[config.mk]
export PLATFORM = sky130hd
export DESIGN_NAME = dram_burst_seq
export DESIGN_NICKNAME = d
export VERILOG_FILES = /design/src/rtl/dram_seq_pkg.sv /design/src/rtl/line_walker.sv /design/src/rtl/row_tracker.sv /design/src/rtl/seq_fsm.sv /design/src/rtl/perf_counters.sv /design/src/rtl/dram_burst_seq.sv
export SDC_FILE = /design/constraint.sdc
export NUM_CORES = 1
export LEC_CHECK = 0
export CAP_MARGIN = 20
export CORE_ASPECT_RATIO = 1.4
export CORE_MARGIN = 2
export CORE_UTILIZATION = 48
export CTS_BUF_LIST = sky130_fd_sc_hd__clkbuf_4
export DETAILED_ROUTE_END_ITERATION = 7
export MAX_ROUTING_LAYER = met4
export PLACE_DENSITY = 0.86
export SLEW_MARGIN = 10
export SYNTH_ARGS = -nofsm -noshare
export SYNTH_HDL_FRONTEND = slang
export SYNTH_SLANG_ARGS = --single-unit
[constraint.sdc]
create_clock -name clk -period 9.7 [get_ports clk]
set_input_delay 1.94 -clock clk [delete_from_list [all_inputs] [get_ports clk]]
set_output_delay 1.94 -clock clk [all_outputs]
set_load 0.05 [all_outputs]
[src/rtl/dram_seq_pkg.sv]
// Shared types for the burst sequencer.
// Assumes: one bank, fixed command costs, states encoded in 3 bits.
package dram_seq_pkg;
    typedef enum logic [2:0] {
        S_IDLE = 3'd0,
        S_PRE  = 3'd1,
        S_ACT  = 3'd2,
        S_COL  = 3'd3,
        S_LAT  = 3'd4,
        S_DATA = 3'd5,
        S_DONE = 3'd6
    } seq_state_t;
endpackage

[src/rtl/line_walker.sv]
// Steps through the lines of one request.
// Holds the aligned base address of the current line and the number of lines left.
// Assumes: load and adv never coincide, and LINE_BYTES is a power of two.
module line_walker #(
    parameter int ADDR_W     = 32,
    parameter int LEN_W      = 16,
    parameter int LINE_BYTES = 64,
    parameter int ROW_SHIFT  = 12
) (
    input  logic                    clk,
    input  logic                    rst_n,
    input  logic                    load,
    input  logic [ADDR_W-1:0]       load_addr,
    input  logic [LEN_W-1:0]        load_lines,
    input  logic                    adv,
    output logic [ADDR_W-1:0]       line_addr,
    output logic [ADDR_W-ROW_SHIFT-1:0] line_row,
    output logic [ADDR_W-ROW_SHIFT-1:0] next_row,
    output logic                    last_line
);
    localparam logic [ADDR_W-1:0] LINE_MASK = ADDR_W'(LINE_BYTES - 1);

    logic [LEN_W-1:0]  left_q;
    logic [ADDR_W-1:0] next_addr;

    assign next_addr = line_addr + ADDR_W'(LINE_BYTES);
    assign line_row  = line_addr[ADDR_W-1:ROW_SHIFT];
    assign next_row  = next_addr[ADDR_W-1:ROW_SHIFT];
    assign last_line = (left_q == LEN_W'(1));

    // Capture an aligned start on load; step one line forward on adv.
    always_ff @(posedge clk) begin
        if (!rst_n) begin
            line_addr <= '0;
            left_q    <= '0;
        end else if (load) begin
            line_addr <= load_addr & ~LINE_MASK;
            left_q    <= load_lines;
        end else if (adv) begin
            line_addr <= next_addr;
            left_q    <= left_q - LEN_W'(1);
        end
    end


    line_step_chk: assert property (@(posedge clk) disable iff (!rst_n)
        adv |=> (line_addr[$clog2(LINE_BYTES)-1:0] == '0));
endmodule

[src/rtl/row_tracker.sv]
// Remembers the open row of the single bank.
// Assumes: act_done only arrives while no row is open.
module row_tracker #(
    parameter int ROW_W = 20
) (
    input  logic             clk,
    input  logic             rst_n,
    input  logic             act_done,
    input  logic             pre_done,
    input  logic [ROW_W-1:0] set_row,
    input  logic [ROW_W-1:0] cmp_row,
    output logic             row_valid,
    output logic             row_hit
);
    logic [ROW_W-1:0] row_q;

    assign row_hit = row_valid && (row_q == cmp_row);

    // Open a row at the end of activate; forget it at the end of precharge.
    always_ff @(posedge clk) begin
        if (!rst_n) begin
            row_valid <= 1'b0;
            row_q     <= '0;
        end else if (act_done) begin
            row_valid <= 1'b1;
            row_q     <= set_row;
        end else if (pre_done) begin
            row_valid <= 1'b0;
        end
    end


    row_keep_chk: assert property (@(posedge clk) disable iff (!rst_n)
        (row_valid && !pre_done) |=> row_valid);
endmodule

[src/rtl/seq_fsm.sv]
// Command sequencer. A single down-counter times every multi-cycle state.
// Assumes: all costs are at least 1, and row_hit reflects the row to be used next.
module seq_fsm
    import dram_seq_pkg::*;
#(
    parameter int T_ACT = 5,
    parameter int T_COL = 1,
    parameter int T_LAT = 3,
    parameter int T_PRE = 5,
    parameter int BEATS = 8
) (
    input  logic                       clk,
    input  logic                       rst_n,
    input  logic                       start,
    input  logic                       close_go,
    input  logic                       row_valid,
    input  logic                       row_hit,
    input  logic                       last_line,
    output logic                       ready,
    output logic                       busy,
    output logic                       enter_pre,
    output logic                       act_done,
    output logic                       pre_done,
    output logic                       line_adv,
    output logic                       beat_valid,
    output logic [$clog2(BEATS)-1:0]   beat_idx,
    output logic                       cmd_pre,
    output logic                       cmd_act,
    output logic                       cmd_col,
    output logic                       done
);
    localparam int M1     = (T_ACT > T_PRE) ? T_ACT : T_PRE;
    localparam int M2     = (M1 > T_LAT) ? M1 : T_LAT;
    localparam int M3     = (M2 > T_COL) ? M2 : T_COL;
    localparam int MAXC   = (M3 > BEATS) ? M3 : BEATS;
    localparam int TMR_W  = $clog2(MAXC + 1);
    localparam int BEAT_W = $clog2(BEATS);

    seq_state_t       state, nxt;
    logic [TMR_W-1:0] tmr;
    logic             closing;
    logic             tmr_zero;

    function automatic logic [TMR_W-1:0] load_for(seq_state_t s);
        case (s)
            S_PRE:   return TMR_W'(T_PRE - 1);
            S_ACT:   return TMR_W'(T_ACT - 1);
            S_COL:   return TMR_W'(T_COL - 1);
            S_LAT:   return TMR_W'(T_LAT - 1);
            S_DATA:  return TMR_W'(BEATS - 1);
            default: return '0;
        endcase
    endfunction

    assign tmr_zero = (tmr == '0);

    // Choose the next state from the current command and the row status.
    always_comb begin
        nxt = state;
        case (state)
            S_IDLE: begin
                if (start)
                    nxt = !row_valid ? S_ACT : (row_hit ? S_COL : S_PRE);
                else if (close_go && row_valid)
                    nxt = S_PRE;
            end
            S_PRE:  if (tmr_zero) nxt = closing ? S_IDLE : S_ACT;
            S_ACT:  if (tmr_zero) nxt = S_COL;
            S_COL:  if (tmr_zero) nxt = S_LAT;
            S_LAT:  if (tmr_zero) nxt = S_DATA;
            S_DATA: if (tmr_zero) nxt = last_line ? S_DONE : (row_hit ? S_COL : S_PRE);
            S_DONE: nxt = S_IDLE;
            default: nxt = S_IDLE;
        endcase
    end

    // Advance the state, reload the timer on each change, and note a close-only precharge.
    always_ff @(posedge clk) begin
        if (!rst_n) begin
            state   <= S_IDLE;
            tmr     <= '0;
            closing <= 1'b0;
        end else begin
            state <= nxt;
            if (nxt != state)  tmr <= load_for(nxt);
            else if (!tmr_zero) tmr <= tmr - TMR_W'(1);
            if (state == S_IDLE) closing <= !start;
        end
    end

    assign ready      = (state == S_IDLE);
    assign done       = (state == S_DONE);
    assign busy       = (state != S_IDLE) && (state != S_DONE);
    assign enter_pre  = (nxt == S_PRE) && (state != S_PRE);
    assign act_done   = (state == S_ACT) && tmr_zero;
    assign pre_done   = (state == S_PRE) && tmr_zero;
    assign beat_valid = (state == S_DATA);
    assign line_adv   = (state == S_DATA) && tmr_zero && !last_line;
    assign beat_idx   = BEAT_W'(TMR_W'(BEATS - 1) - tmr);
    assign cmd_pre    = (state == S_PRE) && (tmr == TMR_W'(T_PRE - 1));
    assign cmd_act    = (state == S_ACT) && (tmr == TMR_W'(T_ACT - 1));
    assign cmd_col    = (state == S_COL) && (tmr == TMR_W'(T_COL - 1));


    done_pulse_chk: assert property (@(posedge clk) disable iff (!rst_n)
        done |=> !done);

    act_closed_chk: assert property (@(posedge clk) disable iff (!rst_n)
        (state == S_ACT) |-> !row_valid);

    col_open_chk: assert property (@(posedge clk) disable iff (!rst_n)
        (state == S_COL) |-> row_valid);

    col_to_lat_chk: assert property (@(posedge clk) disable iff (!rst_n)
        (state == S_COL && tmr_zero) |=> (state == S_LAT));
endmodule

[src/rtl/perf_counters.sv]
// Busy-cycle and precharge counters.
// Assumes: counters wrap at 2**CNT_W.
module perf_counters #(
    parameter int CNT_W = 32
) (
    input  logic             clk,
    input  logic             rst_n,
    input  logic             busy,
    input  logic             enter_pre,
    output logic [CNT_W-1:0] cycle_count,
    output logic [CNT_W-1:0] precharge_count
);
    // Count busy cycles and precharge entries.
    always_ff @(posedge clk) begin
        if (!rst_n) begin
            cycle_count     <= '0;
            precharge_count <= '0;
        end else begin
            if (busy)      cycle_count     <= cycle_count + CNT_W'(1);
            if (enter_pre) precharge_count <= precharge_count + CNT_W'(1);
        end
    end


    cyc_step_chk: assert property (@(posedge clk) disable iff (!rst_n)
        (!$stable(cycle_count)) |-> (cycle_count == $past(cycle_count) + CNT_W'(1)));

    pre_step_chk: assert property (@(posedge clk) disable iff (!rst_n)
        (!$stable(precharge_count)) |-> (precharge_count == $past(precharge_count) + CNT_W'(1)));
endmodule

[src/rtl/dram_burst_seq.sv]
// Top: splits a line-count read into bursts under an open-page policy.
// Assumes: single bank, requests are held off by req_ready, and close_req is honoured only while idle.
module dram_burst_seq #(
    parameter int ADDR_W     = 32,
    parameter int LEN_W      = 16,
    parameter int CNT_W      = 32,
    parameter int ROW_BYTES  = 4096,
    parameter int LINE_BYTES = 64,
    parameter int BUS_BYTES  = 8,
    parameter int T_ACT      = 5,
    parameter int T_COL      = 1,
    parameter int T_LAT      = 3,
    parameter int T_PRE      = 5
) (
    input  logic              clk,
    input  logic              rst_n,
    input  logic              req_valid,
    output logic              req_ready,
    input  logic [ADDR_W-1:0] req_addr,
    input  logic [LEN_W-1:0]  req_lines,
    input  logic              close_req,
    output logic              cmd_pre,
    output logic              cmd_act,
    output logic              cmd_col,
    output logic              beat_valid,
    output logic [ADDR_W-1:0] beat_addr,
    output logic              done,
    output logic [CNT_W-1:0]  cycle_count,
    output logic [CNT_W-1:0]  precharge_count
);
    localparam int ROW_SHIFT = $clog2(ROW_BYTES);
    localparam int ROW_W     = ADDR_W - ROW_SHIFT;
    localparam int BEATS     = LINE_BYTES / BUS_BYTES;
    localparam int BEAT_W    = $clog2(BEATS);
    localparam int BUS_SHIFT = $clog2(BUS_BYTES);

    logic              start, busy, enter_pre, act_done, pre_done, line_adv;
    logic              row_valid, row_hit, last_line;
    logic [ADDR_W-1:0] line_addr;
    logic [ROW_W-1:0]  line_row, next_row, cmp_row;
    logic [BEAT_W-1:0] beat_idx;

    assign start     = req_valid && req_ready && (req_lines != '0);
    // While idle the incoming row is compared; while bursting, the row of the following line.
    assign cmp_row   = req_ready ? req_addr[ADDR_W-1:ROW_SHIFT] : next_row;
    assign beat_addr = line_addr + (ADDR_W'(beat_idx) << BUS_SHIFT);

    line_walker #(
        .ADDR_W(ADDR_W), .LEN_W(LEN_W), .LINE_BYTES(LINE_BYTES), .ROW_SHIFT(ROW_SHIFT)
    ) walk_i (
        .clk(clk), .rst_n(rst_n), .load(start), .load_addr(req_addr),
        .load_lines(req_lines), .adv(line_adv), .line_addr(line_addr),
        .line_row(line_row), .next_row(next_row), .last_line(last_line)
    );

    row_tracker #(.ROW_W(ROW_W)) rows_i (
        .clk(clk), .rst_n(rst_n), .act_done(act_done), .pre_done(pre_done),
        .set_row(line_row), .cmp_row(cmp_row), .row_valid(row_valid), .row_hit(row_hit)
    );

    seq_fsm #(
        .T_ACT(T_ACT), .T_COL(T_COL), .T_LAT(T_LAT), .T_PRE(T_PRE), .BEATS(BEATS)
    ) fsm_i (
        .clk(clk), .rst_n(rst_n), .start(start), .close_go(close_req),
        .row_valid(row_valid), .row_hit(row_hit), .last_line(last_line),
        .ready(req_ready), .busy(busy), .enter_pre(enter_pre), .act_done(act_done),
        .pre_done(pre_done), .line_adv(line_adv), .beat_valid(beat_valid),
        .beat_idx(beat_idx), .cmd_pre(cmd_pre), .cmd_act(cmd_act), .cmd_col(cmd_col),
        .done(done)
    );

    perf_counters #(.CNT_W(CNT_W)) perf_i (
        .clk(clk), .rst_n(rst_n), .busy(busy), .enter_pre(enter_pre),
        .cycle_count(cycle_count), .precharge_count(precharge_count)
    );


    ready_busy_chk: assert property (@(posedge clk) disable iff (!rst_n)
        (req_valid && req_ready && req_lines != '0) |=> !req_ready);

    cmd_excl_chk: assert property (@(posedge clk) disable iff (!rst_n)
        $onehot0({cmd_pre, cmd_act, cmd_col, beat_valid}));
endmodule

==> results of run 1 <==
[final cells by class]
| cell class | count | area, sq um | share of cell area [%] |
|---|---|---|---|
| timing repair buffer | 152 | 1500 | 15.3 |
| inverter | 23 | 86.3 | 0.884 |
| sequential | 135 | 2700 | 27.7 |
| clock buffer | 17 | 128 | 1.31 |
| tap | 203 | 254 | 2.60 |
| antenna | 1 | 2.50 | 0.0256 |
| clock inverter | 15 | 156 | 1.60 |
| multi-input combinational | 820 | 4940 | 50.6 |
[logic make-up after synthesis]
| family | Yosys count | synth area share [%] |
|---|---|---|
| and+or+nand+nor | 511 | 32.9 |
| AOI/OAI and AO/OA | 200 | 15.7 |
| DFF | 135 | 33.5 |
| buffers and inverters | 103 | 5.47 |
| xor gates and xnor gates | 64 | 6.94 |
| muxes | 35 | 4.35 |
| adders and majority gates | 7 | 1.08 |
| other | 1 | 0.0464 |
[flip-flops by register name, indices dropped and copies added (netlist names)]
name,flops
rows_i.row_q,20
perf_i.precharge_count,32
fsm_i.tmr,4
fsm_i.state,3
fsm_i.closing,1
rows_i.row_valid,1
walk_i.left_q,16
walk_i.line_addr,26
perf_i.cycle_count,32
[path summary, 6_finish.rpt]
kind,to
worst max-delay path,req_ready
worst min-delay path,perf_i.precharge_count[31]$_SDFFE_PN0P_
worst max register to register,fsm_i.tmr[2]$_SDFFE_PN0P_
worst min register to register,perf_i.precharge_count[31]$_SDFFE_PN0P_
[layer usage]
metal / global-route usage, % / vias to the layer above / wire length (um)
met5: - / - / 0
met4: 13.8 / 0 / 937
met3: 4.66 / 70 / 1740
met2: 48.9 / 380 / 12600
met1: 30.8 / 3942 / 9490
li1: - / 3988 / -
[synth_stat cells, types with 23 or more instances]
| library cell | count |
|---|---|
| xor2_1 | 45 |
| mux2i_1 | 34 |
| dfxtp_1 | 135 |
| o21ai_0 | 41 |
| nand2b_1 | 34 |
| nor4_1 | 23 |
| nor3_1 | 36 |
| clkbuf_1 | 61 |
| nand2_1 | 118 |
| nand3_1 | 69 |
| nand4_1 | 34 |
| nor2_1 | 96 |
| a21oi_1 | 74 |
[worst reg2reg max path, cell delays in order (launching register included)]
cell and delay (ps):
dfxtp_1 630, nand3_1 470, or4_1 750, or4_4 560, a311oi_1 400, o2111ai_1 210, nor4_2 330, or2_1 590
mux2_1 390, o211a_1 200
[stage by stage]
stage	setup slack [ps]	hold slack, ps
3_3_place_gp	4430	454
6_report	4850	483
3_5_place_dp	4350	471
2_1_floorplan	5440	450
4_1_cts	4820	488
5_1_grt	4700	509
[power groups by stage]
stage	sequential, mW	combinational (mW)	clock (mW)
6_report	0.732	0.814	0.389
5_1_grt	0.741	0.886	0.417
4_1_cts	0.726	0.810	0.395
3_5_place_dp	0.739	0.808	0
3_3_place_gp	0.736	0.796	0
2_1_floorplan	0.770	0.551	0
==> results.py, run 1 <==
metrics = {
    "setup_path": {
        "critPathTopFamily": "buffers and inverters",
        "crit_chain": "or3_1 -> inv_1 -> clkdlybuf4s50_1",
        "r2r_start": "walk_i.line_addr[12]$_SDFFE_PN0P_",
        "r2r_slack_ps": 5080,
        "critical_path.startpoint_type": "register",
        "worstSetupPathType": "reg2out",
        "r2r.worst_path.cells": 9,
        "critPathMaxStageDelay_ps": 900,
        "critPathSlowestCell": "clkdlybuf4s50_1",
        "crit_cells": 3,
        "startpoint": "fsm_i.state[1]$_SDFF_PN0_",
        "worstPathMaxFanout": 16,
        "cp.buffers_inverters": 2,
        "crit_arrival_ps": 2910,
        "worstSetupEndpointType": "output port",
        "cp.required_ps": 7760,
    },
    "drt": {
        "first_pass_iters": 5,
        "drc": 0,
        "ant_nets": 0,
        "finalWirelength_um": 24700,
        "vias": 8380,
        "wl_per_cell_um": 18.1,
        "drtIter0Drc": 867,
        "vias_per_cell": 6.13,
    },
    "yosys": {
        "synth_area_leaders": "dfxtp_1, nand2_1, xor2_1, a21oi_1, nor2_1",
        "async_flop_share_pct": 0,
        "synth-seq-cells": 135,
        "synth_top_area_cell": "dfxtp_1",
        "synth_ff_type": "dfxtp_1",
        "syn-cell-area_sq_um": 8070,
        "synth_cells": 1056,
        "synth_top_area_share_pct": 33.5,
        "yosysSeqAreaShare_pct": 33.5,
        "ys_warn_count": 0,
        "syn_area_per_cell_sq_um": 7.65,
        "synth_edf_count": 0,
        "synth_cell_types": 72,
    },
    "status": {
        "status": "finished, final reports clean",
    },
    "grt": {
        "antenna_found_initial": 1,
        "overflow": 0,
        "grt_first_pass_wirelength_um": 39000,
        "groute.usage.overall_pct": 28.0,
        "grt_max_degree": 63,
        "grt_pass1_vias": 7849,
    },
    "layout": {
        "fin_util_pct": 58.8,
        "fill_cells": 1518,
        "nNetsFinal": 1208,
        "syn_to_final_growth_pct": 21.0,
        "stdcell_area_sq_um": 9770,
        "mostFrequentLayoutCell": "clkdlybuf4s50_1",
        "layout_common_cells": "clkdlybuf4s50_1, dfxtp_1, nand2_1",
        "stdcell_count": 1366,
        "drive_above_1_share_pct": 5.51,
    },
    "place": {
        "io_buffers": 144,
        "hpwl_um": 17300,
        "placedCellCount": 1333,
        "dpl_cell_area_sq_um": 9480,
        "routabilityCongestion": 1.01,
    },
    "pwr": {
        "comb_power_share_pct": 42.1,
        "ir_worst_vdd_v": 0.000106,
        "p_seq_share_pct": 37.8,
        "finalPower_mw": 1.94,
        "power_density_nw_per_um2": 198,
        "clock_power_share_pct": 20.1,
        "netSwitchingPower_mw": 0.912,
        "p_sw_share_pct": 47.1,
        "p_int_mw": 1.02,
        "leakage_nw": 3.50,
    },
    "clock_tree": {
        "clock_sinks": 135,
        "max-clock-path-buffers": 2,
        "clk_latency_ps": 580,
        "hold_buffers": 0,
        "clkSlewWorstSetupHoldPaths_ps": 140,
        "cts_tree": "yes",
        "cts_resized": 0,
        "cts-root-buf": "clkbuf_4",
        "htree_levels": 4,
        "cts_setup_buffers": 0,
        "cts_inserted_buffers": 17,
    },
    "die": {
        "ios": 154,
        "die_w_um": 114,
        "die_area_sq_um": 17900,
        "rows": 56,
        "die_h_um": 157,
        "start_util_pct": 48.6,
        "core_area_sq_um": 16600,
    },
    "timing": {
        "tightest_slew_ps": 1220,
        "fin_crit_ps": 4850,
        "finClkSkew_ps": 20.9,
        "tns_ps": 0,
        "setup_viol": 0,
        "fin_crit_sh_pct": 50.0,
        "slew_headroom_pct": 18.0,
        "clock.fmax_ghz": 0.206,
        "finalHoldViolCount": 0,
        "finalMaxSlewViolations": 0,
        "rsz0062_at_grt": "false",
    },
    "hold_path": {
        "whs_path_depth": 2,
        "min_path_type": "reg2reg",
        "min_from": "perf_i.precharge_count[31]$_SDFFE_PN0P_",
    },
    "job": {
        "cap_violations": 0,
    },
}
Note: power is estimated with default switching activity, not from simulation.
==> inputs of run 2 (changes only) <==
==> constraint.sdc (replaced) <==
create_clock -name clk -period 4.9 [get_ports clk]
set_input_delay 0.98 -clock clk [delete_from_list [all_inputs] [get_ports clk]]
set_output_delay 0.98 -clock clk [all_outputs]
set_load 0.05 [all_outputs]
==> results.py, run 2 (synthesized netlist as in run 1, its figures left out) <==
metrics = {
    "timing": {
        "fin_crit_sh_pct": 83.4,
        "clock.fmax_ghz": 0.245,
        "tns_ps": 0,
        "tightest_slew_ps": 1060,
        "setup_viol": 0,
        "rsz0062_at_grt": "false",
        "slew_headroom_pct": 28.9,
        "finalMaxSlewViolations": 0,
        "fin_crit_ps": 4080,
        "finalHoldViolCount": 0,
        "finClkSkew_ps": 19.2,
    },
    "layout": {
        "nNetsFinal": 1218,
        "mostFrequentLayoutCell": "clkdlybuf4s50_1",
        "layout_common_cells": "clkdlybuf4s50_1, dfxtp_1, nand2_1",
        "syn_to_final_growth_pct": 22.1,
        "stdcell_count": 1375,
        "drive_above_1_share_pct": 6.23,
        "top_regs": "perf_i.cycle_count x32, perf_i.precharge_count x32, walk_i.line_addr x26",
    },
    "pwr": {
        "p_sw_share_pct": 46.1,
        "comb_power_share_pct": 43.3,
        "p_seq_share_pct": 36.7,
        "clock_power_share_pct": 20.0,
        "p_int_mw": 2.09,
        "netSwitchingPower_mw": 1.79,
        "leakage_nw": 3.55,
        "power_density_nw_per_um2": 394,
        "ir_worst_vdd_v": 0.000224,
    },
    "clock_tree": {
        "cts-root-buf": "clkbuf_4",
        "clkSlewWorstSetupHoldPaths_ps": 140,
        "hold_buffers": 0,
        "cts_resized": 0,
        "cts_inserted_buffers": 17,
        "htree_levels": 4,
        "clk_latency_ps": 570,
        "cts_setup_buffers": 0,
        "cts_tree": "yes",
        "max-clock-path-buffers": 2,
        "clock_sinks": 135,
    },
    "die": {
        "core_area_sq_um": 16600,
        "rows": 56,
        "die_area_sq_um": 17900,
        "start_util_pct": 48.6,
        "die_w_um": 114,
        "ios": 154,
        "die_h_um": 157,
    },
    "setup_path": {
        "crit_arrival_ps": 4550,
        "cp.required_ps": 5360,
        "worstSetupPathType": "reg2reg",
        "critical_path.startpoint_type": "register",
        "cpMostUsedCell": "nand4_1",
        "crit_cells": 10,
        "cp.buffers_inverters": 1,
        "worstSetupEndpointType": "register",
        "critPathMaxStageDelay_ps": 820,
        "crit_chain": "nand4_4 -> or4_1 -> nor4_1 -> a21oi_1 -> nand4_1 -> nor4_2 -> nor2_1 -> buf_4 -> nand4_1 -> mux2i_1",
        "r2r.worst_path.cells": 10,
        "worstPathMaxFanout": 14,
        "critPathSlowestCell": "nor2_1",
        "critPathTopFamily": "simple AND/OR/NAND/NOR gates",
    },
    "status": {
        "status": "finished, final reports clean",
    },
    "place": {
        "placedCellCount": 1343,
        "io_buffers": 144,
        "hpwl_um": 17700,
        "routabilityCongestion": 0.992,
    },
    "grt": {
        "met1_usage_pct": 30.7,
        "antenna_found_initial": 1,
        "grt_pass1_vias": 7750,
        "top_usage_layer": "met2",
        "met2_usage_pct": 50.6,
        "grt_first_pass_wirelength_um": 39400,
        "groute.usage.overall_pct": 28.5,
        "grt_max_degree": 62,
        "gr-usage-met3_pct": 6.35,
        "overflow": 0,
    },
    "drt": {
        "ant_nets": 0,
        "finalWirelength_um": 25200,
        "first_pass_iters": 6,
        "vias_per_cell": 6.14,
        "wl_per_cell_um": 18.3,
        "vias": 8446,
        "drtIter0Drc": 812,
        "drc": 0,
    },
    "hold_path": {
        "whs_path_depth": 2,
        "min_path_type": "reg2reg",
    },
    "job": {
        "cap_violations": 0,
    },
}
[run 2: cell types whose count changed in the layout (fill, tap and decap cells not counted), sizes merged]
cell | previous run | this run
buf | 9 | 19
bufinv | 1 | 2
clkbuf | 17 | 19
clkinvlp | 2 | 4
inv | 32 | 26
[run 2: area by class of cell]
| cell class | instances | area [sq um] |
|---|---|---|
| multi-input combinational | 820 | 4940 |
| clock buffer | 19 | 143 |
| inverter | 23 | 86.3 |
| timing repair buffer | 162 | 1580 |
| fill | 1477 | 6750 |
| tap | 203 | 254 |
| antenna | 1 | 2.50 |
| sequential | 135 | 2700 |
| clock inverter | 12 | 145 |
[run 2: tightest hold or removal path, stage by stage (launching register included)]
cell     delay, ps
dfxtp_1        350
nand2_1         50
mux2i_1         50
[run 2: per-layer routing]
layer,up-vias,part of all wire [%]
li1,4006,-
met1,3961,38
met2,401,51
met3,78,7.5
met4,0,3.7
met5,-,0
[run 2: worst paths after layout]
path / startpoint / end / slack, ps
setup reg to reg: walk_i.line_addr[13]$_SDFFE_PN0P_ / perf_i.precharge_count[17]$_SDFFE_PN0P_ / 820
hold reg to reg: perf_i.precharge_count[31]$_SDFFE_PN0P_ / perf_i.precharge_count[31]$_SDFFE_PN0P_ / 480
setup / recovery: walk_i.line_addr[13]$_SDFFE_PN0P_ / perf_i.precharge_count[17]$_SDFFE_PN0P_ / 820
hold / removal: perf_i.precharge_count[31]$_SDFFE_PN0P_ / perf_i.precharge_count[31]$_SDFFE_PN0P_ / 480
[run 2: through the flow]
stage	worst slack [ps]	total power [mW]	util, %	instance area [sq um]	hold slack (ps)
floorplan	1250	2.62	-	8080	450
global placement	861	3.07	57.6	9570	456
detailed placement	816	3.10	57.6	9570	467
CTS	914	3.87	59.4	9860	485
global route	613	4.07	59.4	9860	528
finish	816	3.89	59.4	9860	483
[run 2: power groups by stage]
stage               Combinational (mW)  Clock [mW]  Sequential (mW)
floorplan                         1.09           0             1.52
global placement                  1.64           0             1.43
detailed placement                1.65           0             1.44
CTS                               1.66       0.790             1.42
global route                      1.80       0.834             1.44
finish                            1.68       0.776             1.43
